File: config.mk
export PLATFORM = sky130hd
export DESIGN_NAME = gpio_merge_port
export DESIGN_NICKNAME = d
export VERILOG_FILES = /design/src/rtl/gpio_merge_pkg.sv /design/src/rtl/gpio_cfg_regs.sv /design/src/rtl/gpio_pin_resolve.sv /design/src/rtl/gpio_change_detect.sv /design/src/rtl/gpio_merge_port.sv
export SDC_FILE = /design/constraint.sdc
export NUM_CORES = 1
export LEC_CHECK = 0
export ABC_AREA = 1
export BUFFER_PORTS_ARGS = -buffer_cell sky130_fd_sc_hd__buf_2
export CAP_MARGIN = 15
export CORE_AREA = 2 2 114 116
export DETAILED_ROUTE_END_ITERATION = 12
export DIE_AREA = 0 0 116 118
export PLACE_DENSITY = 0.75
export SYNTH_ARGS = -nofsm -noshare
export SYNTH_HDL_FRONTEND = slang
export SYNTH_HIERARCHICAL = 1
export SYNTH_SLANG_ARGS = --single-unit
File: constraint.sdc
create_clock -name clk -period 1.41 [get_ports clk]
set_input_delay 0.282 -clock clk [delete_from_list [all_inputs] [get_ports clk]]
set_output_delay 0.282 -clock clk [all_outputs]
set_load 0.05 [all_outputs]
File: src/rtl/gpio_merge_pkg.sv
package gpio_merge_pkg;

    // register select encoding on the bus port
    localparam logic SEL_CTRL = 1'b0;
    localparam logic SEL_DATA = 1'b1;

    // change monitor states
    typedef enum logic {
        ST_SETTLE = 1'b0,
        ST_WATCH  = 1'b1
    } mon_state_e;

endpackage

File: src/rtl/gpio_cfg_regs.sv
module gpio_cfg_regs
    import gpio_merge_pkg::*;
#(
    parameter int PINS = 16
) (
    input  logic              clk,
    input  logic              rst_n,
    input  logic              wr_en,
    input  logic              sel,
    input  logic [2*PINS-1:0] wdata,
    output logic [2*PINS-1:0] ctrl_q,
    output logic [PINS-1:0]   data_q
);
    localparam int CTRL_W = 2 * PINS;

    always_ff @(posedge clk) begin
        if (!rst_n) begin
            ctrl_q <= '0;
            data_q <= '0;
        end else if (wr_en) begin
            if (sel == SEL_CTRL) begin
                ctrl_q <= wdata;
            end else begin
                data_q <= wdata[PINS-1:0];
            end
        end
    end

    // a control write lands in full on the next edge
    assert_ctrl_load_R4: assert property (@(posedge clk) disable iff (!rst_n)
        (wr_en && sel == SEL_CTRL) |=> (ctrl_q == $past(wdata)));

    // a data write leaves the control word alone
    assert_ctrl_hold_R4: assert property (@(posedge clk) disable iff (!rst_n)
        (wr_en && sel == SEL_DATA) |=> $stable(ctrl_q));

    // the data word only moves on a data write
    assert_data_hold_R4: assert property (@(posedge clk) disable iff (!rst_n)
        !(wr_en && sel == SEL_DATA) |=> $stable(data_q));

    localparam int UNUSED_W = CTRL_W;
endmodule

File: src/rtl/gpio_pin_resolve.sv
module gpio_pin_resolve #(
    parameter int PINS  = 16,
    parameter int SLOTS = 4
) (
    input  logic [2*PINS-1:0]     ctrl,
    input  logic [PINS-1:0]       cpu_data,
    input  logic [SLOTS*PINS-1:0] per_out,
    input  logic [SLOTS*PINS-1:0] per_oe,
    output logic [PINS-1:0]       level
);
    logic [PINS-1:0] cpu_dir;
    logic [PINS-1:0] pull_en;
    logic [PINS-1:0] per_dir_any;
    logic [PINS-1:0] per_drv_any;

    // de-interleave the control word: even bit = direction, odd bit = pull-up
    for (genvar n = 0; n < PINS; n++) begin : g_unpack
        assign cpu_dir[n] = ctrl[2*n];
        assign pull_en[n] = ctrl[2*n+1];
    end

    // fold the peripheral slots into one drive and one enable vector
    always_comb begin
        per_dir_any = '0;
        per_drv_any = '0;
        for (int s = 0; s < SLOTS; s++) begin
            per_dir_any = per_dir_any | per_oe[s*PINS +: PINS];
            per_drv_any = per_drv_any | (per_oe[s*PINS +: PINS] & per_out[s*PINS +: PINS]);
        end
    end

    assign level = (cpu_dir & cpu_data) | per_drv_any | (~(cpu_dir | per_dir_any) & pull_en);

    // a pin nobody drives follows its pull-up bit
    always_comb begin
        for (int n = 0; n < PINS; n++) begin
            if (!ctrl[2*n] && !per_dir_any[n]) begin
                assert_float_follows_pull_R3: assert (level[n] == ctrl[2*n+1]);
            end
        end
    end

    // a pin the CPU drives high reads high regardless of the pull-up
    always_comb begin
        for (int n = 0; n < PINS; n++) begin
            if (ctrl[2*n] && cpu_data[n]) begin
                assert_cpu_high_wins_R2: assert (level[n]);
            end
        end
    end
endmodule

File: src/rtl/gpio_change_detect.sv
module gpio_change_detect
    import gpio_merge_pkg::*;
#(
    parameter int PINS  = 16,
    parameter int SLOTS = 4
) (
    input  logic                  clk,
    input  logic                  rst_n,
    input  logic [PINS-1:0]       level,
    input  logic [SLOTS*PINS-1:0] slot_mask,
    output logic [PINS-1:0]       change_vec,
    output logic [SLOTS-1:0]      slot_notify
);
    mon_state_e      state;
    mon_state_e      state_nxt;
    logic [PINS-1:0] lvl_q;
    logic [PINS-1:0] diff;
    logic [SLOTS-1:0] hit;

    assign diff = level ^ lvl_q;

    for (genvar s = 0; s < SLOTS; s++) begin : g_hit
        assign hit[s] = |(slot_mask[s*PINS +: PINS] & diff);
    end

    // state register
    always_ff @(posedge clk) begin
        if (!rst_n) begin
            state <= ST_SETTLE;
        end else begin
            state <= state_nxt;
        end
    end

    // transitions: settle-to-watch, watch-to-watch
    always_comb begin
        state_nxt = state;
        unique case (state)
            ST_SETTLE: state_nxt = ST_WATCH;
            ST_WATCH:  state_nxt = ST_WATCH;
            default:   state_nxt = ST_SETTLE;
        endcase
    end

    // outputs and level history
    always_ff @(posedge clk) begin
        if (!rst_n) begin
            lvl_q       <= '0;
            change_vec  <= '0;
            slot_notify <= '0;
        end else begin
            lvl_q <= level;
            unique case (state)
                ST_SETTLE: begin
                    change_vec  <= '0;
                    slot_notify <= '0;
                end
                ST_WATCH: begin
                    change_vec  <= diff;
                    slot_notify <= hit;
                end
                default: begin
                    change_vec  <= '0;
                    slot_notify <= '0;
                end
            endcase
        end
    end

    // no strobe without a changed pin
    assert_quiet_when_still_R6: assert property (@(posedge clk) disable iff (!rst_n)
        (change_vec == '0) |-> (slot_notify == '0));

    // the reported set is the difference of two successive samples
    assert_diff_history_R5: assert property (@(posedge clk) disable iff (!rst_n)
        (state == ST_WATCH && $past(state) == ST_WATCH) |-> (change_vec == ($past(lvl_q) ^ lvl_q)));

    // the settle edge reports nothing
    assert_settle_silent_R9: assert property (@(posedge clk) disable iff (!rst_n)
        (state == ST_WATCH && $past(state) == ST_SETTLE) |-> (change_vec == '0 && slot_notify == '0));

    // a slot strobes only on overlap with its mask
    for (genvar s = 0; s < SLOTS; s++) begin : g_chk
        assert_mask_gate_R7: assert property (@(posedge clk) disable iff (!rst_n)
            slot_notify[s] |-> (|($past(slot_mask[s*PINS +: PINS]) & change_vec)));
    end
endmodule

File: src/rtl/gpio_merge_port.sv
module gpio_merge_port
    import gpio_merge_pkg::*;
#(
    parameter int PINS  = 16,
    parameter int SLOTS = 4
) (
    input  logic                  clk,
    input  logic                  rst_n,
    input  logic                  bus_wr,
    input  logic                  bus_sel,
    input  logic [2*PINS-1:0]     bus_wdata,
    output logic [2*PINS-1:0]     bus_rdata,
    input  logic [SLOTS*PINS-1:0] per_out,
    input  logic [SLOTS*PINS-1:0] per_oe,
    input  logic [SLOTS*PINS-1:0] slot_mask,
    output logic [PINS-1:0]       pin_level,
    output logic [PINS-1:0]       change_vec,
    output logic [SLOTS-1:0]      slot_notify
);
    localparam int CTRL_W = 2 * PINS;
    localparam int PAD_W  = CTRL_W - PINS;

    logic [CTRL_W-1:0] ctrl_q;
    logic [PINS-1:0]   data_q;

    gpio_cfg_regs #(.PINS(PINS)) u_regs (
        .clk    (clk),
        .rst_n  (rst_n),
        .wr_en  (bus_wr),
        .sel    (bus_sel),
        .wdata  (bus_wdata),
        .ctrl_q (ctrl_q),
        .data_q (data_q)
    );

    gpio_pin_resolve #(.PINS(PINS), .SLOTS(SLOTS)) u_resolve (
        .ctrl     (ctrl_q),
        .cpu_data (data_q),
        .per_out  (per_out),
        .per_oe   (per_oe),
        .level    (pin_level)
    );

    gpio_change_detect #(.PINS(PINS), .SLOTS(SLOTS)) u_detect (
        .clk         (clk),
        .rst_n       (rst_n),
        .level       (pin_level),
        .slot_mask   (slot_mask),
        .change_vec  (change_vec),
        .slot_notify (slot_notify)
    );

    // data read returns merged levels, never the stored data word
    always_comb begin
        if (bus_sel == SEL_DATA) begin
            bus_rdata = {{PAD_W{1'b0}}, pin_level};
        end else begin
            bus_rdata = ctrl_q;
        end
    end

    // the edge after reset leaves the control word cleared
    assert_reset_ctrl_R1: assert property (@(posedge clk)
        $past(!rst_n) && rst_n && !(bus_sel == SEL_CTRL && bus_wr) |-> (ctrl_q == '0));
endmodule

=== Word level (Yosys, flattened, before mapping) ===
Index checks and enable logic that the tools add are counted.

* Bits in registers: 85
* Input port bits: 228
* Word-level logic and storage cells: 39

* Mux-type cells: 4
* Bitwise gates (word level): 23
* Reductions and logical operators: 6

{| class="wikitable"
|+ Operators by type and width
! cell !! number
|-
| 16-bit bitwise AND || 10
|-
| 16-bit OR || 9
|-
| 16-bit OR reduction || 4
|-
| 32-bit 2-to-1 mux || 1
|-
| 16-bit one-hot mux with 2 select lines || 1
|-
| 16-bit inverter || 1
|-
| 16-bit XOR || 1
|-
| 4-bit one-hot mux with 2 select lines || 1
|-
| 2-bit AND reduction || 2
|-
| 1-bit inverter || 2
|-
| 1-bit 2-to-1 mux || 1
|}

=== Depth between registers and ports, before layout ===
Gate-level depths: netlist of the first run.

* Word-level depth: 11
* Mapped depth: 12
* Gate-level depth less buffers: 12

=== Cells and area by module ===
The synthesis of the first run kept the hierarchy.

{| class="wikitable"
|+ By module, submodules not included
! module !! times used !! cells each !! area an instance (um^2) !! sequential area each (um^2)
|-
| gpio_cfg_regs || 1 || 279 || 1939.4 || 960.9
|-
| gpio_change_detect || 1 || 296 || 1843.0 || 740.7
|-
| gpio_pin_resolve || 1 || 224 || 880.8 || 0.0
|-
| gpio_merge_port || 1 || 86 || 357.8 || 0.0
|}

=== Worst setup path after synthesis of the first run ===
Ideal clock, no wire load.

* Kind: reg-to-reg
* Start: reg u_regs.ctrl_q[14]
* End: reg u_detect.slot_notify[0]
* Setup time: 0.117 ns
* Data arrival time: 1.570 ns
* Slack: -0.277 ns
* Stages on the path, launching flop included: 12
* Path buffers: 0
* Clock period less this slack: 1.687 ns
* Cell sequence: dfxtp_1 nand2_1 nand3_1 nor2_1 nand2_1 or2_4 nand3_1 nand2_1 nor2_2 nand2_1 nor2_1 nor2_1

* Longest elaborated chain between the ends: 8
* Elaborated cells between the ends (all ways): 10
* Those cells by class: 1 x mux; 8 x bitwise; 1 x reduce/logical

{| class="wikitable"
|+ Ends and longest elaborated chain
! element !! RTL line !! source
|-
| start: declaration || gpio_cfg_regs.sv:11 || <nowiki>output logic [2*PINS-1:0] ctrl_q,</nowiki>
|-
| start signal: assignment || gpio_cfg_regs.sv:22 || <nowiki>ctrl_q <= wdata;</nowiki>
|-
| 16-bit OR || gpio_pin_resolve.sv:32 || <nowiki>assign level = (cpu_dir & cpu_data) | per_drv_any | (~(cpu_dir | per_dir_any) & pull_en);</nowiki>
|-
| 16-bit inverter || gpio_pin_resolve.sv:32 ||
|-
| 16-bit bitwise AND || gpio_pin_resolve.sv:32 ||
|-
| 16-bit OR * || gpio_pin_resolve.sv:32 ||
|-
| net pin_level[7] || gpio_merge_port.sv:16 || <nowiki>output logic [PINS-1:0] pin_level,</nowiki>
|-
| 16-bit XOR * || gpio_change_detect.sv:20 || <nowiki>assign diff = level ^ lvl_q;</nowiki>
|-
| 16-bit bitwise AND * || gpio_change_detect.sv:23 || <nowiki>assign hit[s] = |(slot_mask[s*PINS +: PINS] & diff);</nowiki>
|-
| 16-bit OR reduction * || gpio_change_detect.sv:23 ||
|-
| 4-bit one-hot mux with 2 select lines * || gpio_change_detect.sv:53 || <nowiki>unique case (state)</nowiki>
|-
| end signal: assignment || gpio_change_detect.sv:60 || <nowiki>slot_notify <= hit;</nowiki>
|-
| end: declaration || gpio_change_detect.sv:12 || <nowiki>output logic [SLOTS-1:0] slot_notify</nowiki>
|}

Mark *: on every way through the listed nets, which the timed path passes. The rest lies on a longest branch.
A chain may end at the register's enable or synchronous reset.

=== Final worst setup path of the first run ===
* Start: reg u_regs.data_q[5]
* End: out bus_rdata[5]

* Longest elaborated chain between the ends: 4

{| class="wikitable"
|+ Ends and longest elaborated chain
! element !! RTL line !! source
|-
| start: declaration || gpio_cfg_regs.sv:12 || <nowiki>output logic [PINS-1:0] data_q</nowiki>
|-
| start signal: assignment || gpio_cfg_regs.sv:24 || <nowiki>data_q <= wdata[PINS-1:0];</nowiki>
|-
| 16-bit bitwise AND || gpio_pin_resolve.sv:32 ||
|-
| 16-bit OR (2 in a row) || gpio_pin_resolve.sv:32 ||
|-
| 32-bit 2-to-1 mux || gpio_merge_port.sv:55 || <nowiki>if (bus_sel == SEL_DATA) begin</nowiki>
|-
| end: declaration || gpio_merge_port.sv:12 || <nowiki>output logic [2*PINS-1:0] bus_rdata,</nowiki>
|}

No other way between the ends.

==> flow_summary.toml, run 1 <==
[timing]
slew-limit-headroom_pct = 79.81
finalWorstSetupSlack_ps = -296.9
finalMaxSlewViolations = 0
rsz0062_at_grt = "yes"
period_needed_ps = 1707
fin_crit_sh_pct = 121.1
worst_pin_slew_ps = 302.8
max_freq_mhz = 585.9
whs_ps = 210.1
hold_viol_final = 0
finClkSkew_ps = 6.964
setup_viol = 37

[synth]
synth_top_area_share_pct = 33.89
yosys_warnings = 6
syn_area_sq_um = 5021
synth-seq-cells = 85
synth_cell_types = 18
syn_nets = 1113
synth_cells = 885
avgSynthCellArea_sq_um = 5.674
synth-seq-area-share_pct = 33.89
yosys.area.top_type = "dfxtp_1"
synth_area_leaders = "dfxtp_1, nand2_1, nor2_1, nand3_1, inv_1"

[clock_tree]
clock-sinks = 85
cts_inserted_buffers = 9
path_clk_slew_ps = 60
insertion_delay_ps = 340
cts_tree = "built"
cts_buffer_depth = 2
ctsHtreeMaxLevel = 3
clockRootBuffer = "clkbuf_16"

[routing]
post-route-drc-count = 0
routed_wl_mm = 21.07
dr.pass1.iters = 5
drt-initial-drc-count = 504
antenna_left = 0
vias = 6953
wire_per_inst_um = 14.73
routed_via_density = 4.862

[die]
num_io_pins = 296
die-area_sq_um = 13690
fp.dieW_um = 116
start_util_pct = 40.45
die_h_um = 118
core.rowCount = 41
core_region_area_sq_um = 12410

[worst_setup_path]
cp-start-kind = "flop"
cp.arrival_ps = 1420
end_kind = "output pin"
regToRegSetupSlack_ps = -220
cp_max_fo = 3
path_class = "flop to output pin"
cp.required_ps = 1130

[cells_and_area]
area_growth_pct = 78.52
drive_gt1_share_pct = 54.26
nNetsFinal = 1482
final_common_cell = "buf_2"
final_cell_mix = "buf_2, nand2_1, nor2_1"

[job]
maxCapViolations = 0

[worst_hold_path]
min_path_type = "primary input to flop"

[power_and_ir_drop]
p_per_area_nw_per_um2 = 912.1
ir_drop_mv = 0.4797
leakagePower_nw = 4.898
finalPower_mw = 8.176

[global_routing]
grt_overflow = 0
grt_pass1_vias = 6488
grt_max_degree = 23
grt_usage_pct = 28.43
antenna_found_initial = 4
grt_first_pass_wirelength_mm = 30.55

[run_status]
run_status = "complete, but fails checks"
violations = "setup timing"

[placement]
port_buffers = 295
gp_congestion = 0.9978
dp_slack_ps = -290.7
hpwl_mm = 15.09
==> timing repair <==
action                                  in CTS  in global routing
pin swaps                                  105                 73
endpoints found under the setup margin      51                 48
hold buffers                                 0                  0
buffers inserted                            17                 10
resized for setup                          244                143
==> cells by family after synthesis <==
family / count (synthesis) / synth area share, %
flops: 85 / 33.89
buf+inv: 141 / 11.81
simple gates: 627 / 51.11
compound gates: 32 / 3.190
==> critical path: stages (launching register included) <==
cell and delay, ps:
dfxtp_2 340, nand2_2 70, nand3_2 70, nor2_2 110, nand2_2 100, buf_6 130
nand2_2 60, nand2_2 60, buf_12 150
==> flip-flops by register name, indices dropped and copies added (netlist names) <==
register / flops
u_detect/change_vec: 16
u_detect/lvl_q: 16
u_detect/slot_notify: 4
u_detect/state: 1
u_regs/ctrl_q: 32
u_regs/data_q: 16
==> final timing paths <==
check,cells after the start,endpoint,start
max,8,bus_rdata[5],u_regs/data_q[5]
min,3,u_regs/data_q[2],bus_wdata[2]
max reg2reg,13,u_detect/slot_notify[0],u_regs/ctrl_q[6]
min reg2reg,2,u_regs/data_q[1],u_regs/data_q[1]
==> cell type report <==
type                    instances  area, sq um
flip-flops and latches         85         1765
repair buffers                386         2748
clock buffers                  12        246.5
fillers                      1027         3451
clock inverters                 2        35.03
diodes                          1        2.502
inverters                     113        429.2
multi-input cells             659         3522
well taps                     172        215.2
==> power breakdown <==
part	total [mW]	switching (mW)	internal, mW
sequential	2.71	0.118	2.59
combinational	3.12	1.82	1.30
clock	2.35	0.950	1.40
total	8.18	2.89	5.29
==> per-layer routing <==
metal  wire length [um]  track usage (%)  up-vias
met5                 27                0        -
met4               1022            14.51        4
met3               1554            5.613       74
met2              10410            50.18      340
met1               8055            31.84     3093
li1                   -                -     3442
==> through the flow <==
stage	TNS, ps	std cells	util (%)	instance area [sq um]
after floorplan	-1029	885	-	5170
after global placement	-1434	1389	58.99	7323
after detailed placement	-1752	1389	58.99	7323
after CTS	-6395	1420	68.25	8473
after global routing	-8406	1430	72.20	8964
final	-6569	1430	72.20	8964
==> synthesized netlist by cell type <==
| cell | count |
|---|---|
| buf_1 | 2 |
| clkbuf_1 | 4 |
| nand2_2 | 8 |
| inv_6 | 1 |
| or2_4 | 1 |
| buf_6 | 3 |
| inv_1 | 106 |
| inv_2 | 6 |
| a21oi_1 | 16 |
| nand3_1 | 128 |
| nor2_2 | 8 |
| buf_4 | 5 |
| nor2_4 | 1 |
| nand2_1 | 289 |
| buf_2 | 14 |
| o21ai_0 | 16 |
| nor2_1 | 192 |
| dfxtp_1 | 85 |
Power figures use the tool's default switching activity.
==> run 2, diff against run 1 <==
==> constraint.sdc (replaced) <==
create_clock -name clk -period 1.41 [get_ports clk]
set_input_delay 0.282 -clock clk [delete_from_list [all_inputs] [get_ports clk]]
set_output_delay 0.282 -clock clk [all_outputs]
set_load 0.005 [all_outputs]
==> flow_summary.toml, run 2 (synthesized netlist as in run 1, its figures left out) <==
[placement]
gp_congestion = 0.9365
place_inst = 1392
port_buffers = 295
hpwl_mm = 14.88

[worst_setup_path]
cpMaxStageDelayCell = "dfxtp_4"
end_kind = "output pin"
crit_path_cell_trace = "nand2_2, nand3_2, nor2_2, nand2_2, buf_6, nand2_2, nand2_1, buf_2"
max_stage_delay_ps = 360
crit_top_cell = "nand2_2"
cp-start-kind = "flop"
path_class = "flop to output pin"
cp.required_ps = 1130
cp_max_fo = 3
critical-path-top-delay-family = "simple AND/OR/NAND/NOR gates"
critPathBufInv = 2
cp.arrival_ps = 1410

[timing]
slew-limit-headroom_pct = 80.12
period_needed_ps = 1689
hold_viol_final = 0
max_freq_mhz = 592.0
worst_pin_slew_ps = 297.5
finalMaxSlewViolations = 0
setup_viol = 36
fin_crit_sh_pct = 119.8
finalWorstSetupSlack_ps = -279.1
rsz0062_at_grt = "yes"
whs_ps = 166.9
finClkSkew_ps = 7.995

[power_and_ir_drop]
p_per_area_nw_per_um2 = 977.0
p_clk_share_pct = 39.7
leakagePower_nw = 4.814
swShare_pct = 27.75
p_sw_mw = 2.283
internal_power_mw = 5.943
seq_power_share_pct = 32.7
power_frac_comb_pct = 27.6
ir_drop_mv = 0.5974

[die]
core_region_area_sq_um = 12410
core.rowCount = 41
fp.dieW_um = 116
start_util_pct = 40.45
die_h_um = 118
num_io_pins = 296
die-area_sq_um = 13690

[cells_and_area]
nFillCells = 1141
top_register = "u_regs/ctrl_q"
drive_gt1_share_pct = 47.35
final_cell_mix = "buf_2, nand2_1, nor2_1"
largest_register_ffs = 32
nNetsFinal = 1486
layoutNonFillerInstCount = 1437
area_growth_pct = 67.68
final_common_cell = "buf_2"

[routing]
dr.pass1.iters = 8
routed_via_density = 4.737
antenna_left = 0
post-route-drc-count = 0
routed_wl_mm = 20.05
vias = 6807
drt-initial-drc-count = 492
wire_per_inst_um = 13.95

[clock_tree]
path_clk_slew_ps = 70
cts_inserted_buffers = 9
cts_buffer_depth = 2
clock-sinks = 85
insertion_delay_ps = 340
postCtsHoldBufs = 0
clockRootBuffer = "clkbuf_16"
ctsHtreeMaxLevel = 3
cts_tree = "built"

[worst_hold_path]
min_path_type = "primary input to flop"

[global_routing]
antenna_found_initial = 1
grt_max_degree = 37
grt_usage_pct = 27.58
grt_first_pass_wirelength_mm = 30.16
grt_overflow = 0
grt_pass1_vias = 6479

[job]
maxCapViolations = 0

[run_status]
run_status = "complete, but fails checks"
violations = "setup timing"
## run 2: power by group through the flow
stage	Sequential [mW]	Combinational (mW)	Clock [mW]
3_3_place_gp	2.71	1.81	0
2_1_floorplan	2.70	0.911	0
3_5_place_dp	2.71	1.83	0
6_report	2.69	2.27	3.26
5_1_grt	2.71	2.50	3.40
4_1_cts	2.67	2.10	3.31
## run 2: per-stage QoR
step	power, mW	area (sq um)	utilization [%]	setup TNS [ps]	worst slack [ps]
2_1_floorplan	3.614	5021	-	0	75.92
3_3_place_gp	4.516	7097	57.17	-1317	-203.6
3_5_place_dp	4.538	7097	57.17	-1477	-223.8
4_1_cts	8.082	8064	64.96	-5974	-272.9
5_1_grt	8.608	8414	67.78	-7936	-327.0
6_report	8.226	8419	67.82	-5881	-279.1
## run 2: cell type report
class	instances	area, sq um	area share (%)
clock buffer	9	225.2	2.675
tap	172	215.2	2.556
sequential	85	1758	20.88
inverter	113	434.2	5.157
timing repair buffer	390	2455	29.16
antenna	2	5.005	0.05944
multi-input combinational	659	3142	37.32
clock inverter	7	185.2	2.199
## run 2: path summary, 6_finish.rpt
kind / start / end / slack [ps] / depth (start not counted)
max: u_regs/ctrl_q[14] / bus_rdata[7] / -280 / 8
min: rst_n / u_detect/state / 170 / 1
max reg2reg: u_regs/ctrl_q[14] / u_detect/slot_notify[0] / -250 / 12
min reg2reg: u_regs/data_q[0] / u_regs/data_q[0] / 480 / 2
## run 2: what timing repair did
item | 4_1_cts | 5_1_grt
endpoints found under the setup margin | 36 | 38
gates resized for setup | 122 | 105
setup buffers | 24 | 4
pin swaps | 98 | 59
## run 2: routing by layer
metal	up-vias	routed length [um]	track usage (%)
li1	3443	-	-
met1	3019	8112	32.81
met2	295	9830	48.36
met3	50	1471	5.098
met4	0	631	10.79
met5	-	0	0
==> run 3, diff against run 2 <==
--- a/config.mk
+++ b/config.mk
@@ -5,13 +5,12 @@
 export SDC_FILE = /design/constraint.sdc
 export NUM_CORES = 1
 export LEC_CHECK = 0
-export ABC_AREA = 1
 export BUFFER_PORTS_ARGS = -buffer_cell sky130_fd_sc_hd__buf_2
 export CAP_MARGIN = 15
 export CORE_AREA = 2 2 114 116
 export DETAILED_ROUTE_END_ITERATION = 12
 export DIE_AREA = 0 0 116 118
-export PLACE_DENSITY = 0.75
+export PLACE_DENSITY = 0.69
 export SYNTH_ARGS = -nofsm -noshare
 export SYNTH_HDL_FRONTEND = slang
 export SYNTH_HIERARCHICAL = 1
==> flow_summary.toml, run 3 <==
[run_status]
run_status = "complete, but fails checks"
violations = "setup timing"

[routing]
routed_wl_mm = 16.44
routed_via_density = 4.841
wire_per_inst_um = 15.96
dr.pass1.iters = 8
drt-initial-drc-count = 294
antenna_left = 0
vias = 4986
post-route-drc-count = 0

[clock_tree]
cts_buffer_depth = 2
postCtsHoldBufs = 0
insertion_delay_ps = 330
path_clk_slew_ps = 70
cts_tree = "built"
clockRootBuffer = "clkbuf_16"
ctsHtreeMaxLevel = 3
cts_inserted_buffers = 9
clock-sinks = 85

[die]
num_io_pins = 296
fp.dieW_um = 116
core.rowCount = 41
die-area_sq_um = 13690
core_region_area_sq_um = 12410
start_util_pct = 34.58
die_h_um = 118

[worst_setup_path]
regToRegSetupSlack_ps = -740
cp.arrival_ps = 1900
r2r_cells = 7
cp_max_fo = 2
timing.rr.end = "u_detect/slot_notify[0]"
cp.required_ps = 1130
cp-start-kind = "flop"
end_kind = "output pin"
r2r-start = "u_regs/ctrl_q[2]"
path_class = "flop to output pin"

[cells_and_area]
top_register = "u_regs/ctrl_q"
final_common_cell = "buf_2"
final_cell_mix = "buf_2, nand2_1, buf_4"
drive_gt1_share_pct = 59.39
largest_register_ffs = 32
nNetsFinal = 1080
utilization_pct = 63.64
area_growth_pct = 84.03

[synth]
post-synth-top-count-cell = "dfxtp_1"
synth_edf_count = 0
syn_area_sq_um = 4293
synth_cells = 461
yosys.area.top_type = "dfxtp_1"
synth_common_cells = "dfxtp_1, nand2_1, mux2i_1"
yosys_warnings = 6
synth-seq-area-share_pct = 39.64
synthFlopType = "dfxtp_1"
synth_area_leaders = "dfxtp_1, mux2i_1, nand2_1, mux2_2, nor2b_1"
synth-seq-cells = 85
synth_cell_types = 24
synth_top_area_share_pct = 39.64
avgSynthCellArea_sq_um = 9.312
async_flop_share_pct = 0
syn_nets = 689

[placement]
gp_congestion = 0.8466
hpwl_mm = 12.63
port_buffers = 295

[global_routing]
antenna_found_initial = 1
grt_usage_pct = 22.88
grt_max_degree = 44
grt_pass1_vias = 4919
grt_overflow = 0
grt_first_pass_wirelength_mm = 24.34

[power_and_ir_drop]
ir_drop_mv = 0.4923
swShare_pct = 28.40
internal_power_mw = 5.314
leakagePower_nw = 3.843
p_clk_share_pct = 33.1
power_frac_comb_pct = 31.0
p_per_area_nw_per_um2 = 939.4
p_sw_mw = 2.108
seq_power_share_pct = 35.9

[timing]
worst_pin_slew_ps = 413.6
slew-limit-headroom_pct = 72.43
max_freq_mhz = 459.0
whs_ps = 182.3
fin_crit_sh_pct = 154.5
period_needed_ps = 2178
rsz0062_at_grt = "yes"
setup_viol = 62
finClkSkew_ps = 9.039
finalMaxSlewViolations = 0
hold_viol_final = 0
finalWorstSetupSlack_ps = -768.5

[worst_hold_path]
worstHoldStart = "bus_wdata[20]"
hold_end = "u_regs/ctrl_q[20]"
min_path_type = "primary input to flop"
min_path_cells = 3

[job]
maxCapViolations = 0
run 3: cell families (layout without fill, tap and decap cells):
logic type	Yosys count	in the layout	synth area share (%)
other cells	0	1	0
flops	85	85	39.64
buf+inv	45	441	5.480
xor+xnor	16	16	3.439
mux	64	64	15.39
simple gates	167	167	20.31
compound gates	84	84	15.74
run 3: how the worst max path moves through the flow:
stage                     cells after the start                       to               from
after floorplan                               6  u_detect/slot_notify[0]         per_oe[62]
after global placement                        8  u_detect/slot_notify[0]         per_oe[41]
after detailed placement                      8  u_detect/slot_notify[0]         per_oe[38]
after CTS                                     7            bus_rdata[10]  u_regs/ctrl_q[20]
after global routing                          7            bus_rdata[10]  u_regs/ctrl_q[20]
final                                         7            pin_level[10]  u_regs/ctrl_q[20]
run 3: repair_timing:
| item | in CTS | in global routing |
|---|---|---|
| resized for setup | 116 | 48 |
| setup endpoints to repair | 57 | 67 |
| endpoints found under the hold margin | 0 | 0 |
| pin swaps | 52 | 17 |
| setup buffers | 29 | 11 |
run 3: cell type report:
type / instances / area, sq um
fill: 1108 / 4514
multi-input combinational: 331 / 2867
timing repair buffer: 401 / 2678
sequential: 85 / 1743
clock buffer: 9 / 225.2
tap: 172 / 215.2
inverter: 24 / 90.09
clock inverter: 7 / 80.08
antenna: 1 / 2.502
run 3: worst max-delay path, cell delays in order, from the launching register on:
cell      delay (ps)
dfxtp_2          320
or4_1            500
o211ai_1         190
buf_4            170
buf_6            100
buf_4            100
buf_6             90
buf_6             80
run 3: per-layer routing:
layer	vias to the layer above	wire (um)	share of wire (%)	GRT usage, %
met3	25	1066	6.5	5.819
met4	0	469	2.9	6.920
met5	-	0	0	0
met1	2294	6652	40	26.10
met2	220	8248	50	41.26
li1	2447	-	-	-
run 3: metrics by stage:
stage	TNS [ps]	area [sq um]	power [mW]	cells	setup WS, ps
after floorplan	-8297	4345	3.418	461	-540.5
after global placement	-25470	6530	4.376	984	-1066
after detailed placement	-25870	6530	4.385	984	-1092
after CTS	-26500	7597	7.289	1024	-775.7
after global routing	-31020	7900	7.757	1030	-875.5
final	-26350	7900	7.421	1030	-768.5
run 3: power groups by stage:
stage | Combinational [mW] | Sequential (mW) | Clock [mW]
final | 2.30 | 2.67 | 2.45
after detailed placement | 1.71 | 2.68 | 0
after floorplan | 0.748 | 2.67 | 0
after global placement | 1.70 | 2.68 | 0
after global routing | 2.46 | 2.68 | 2.61
after CTS | 2.12 | 2.66 | 2.52
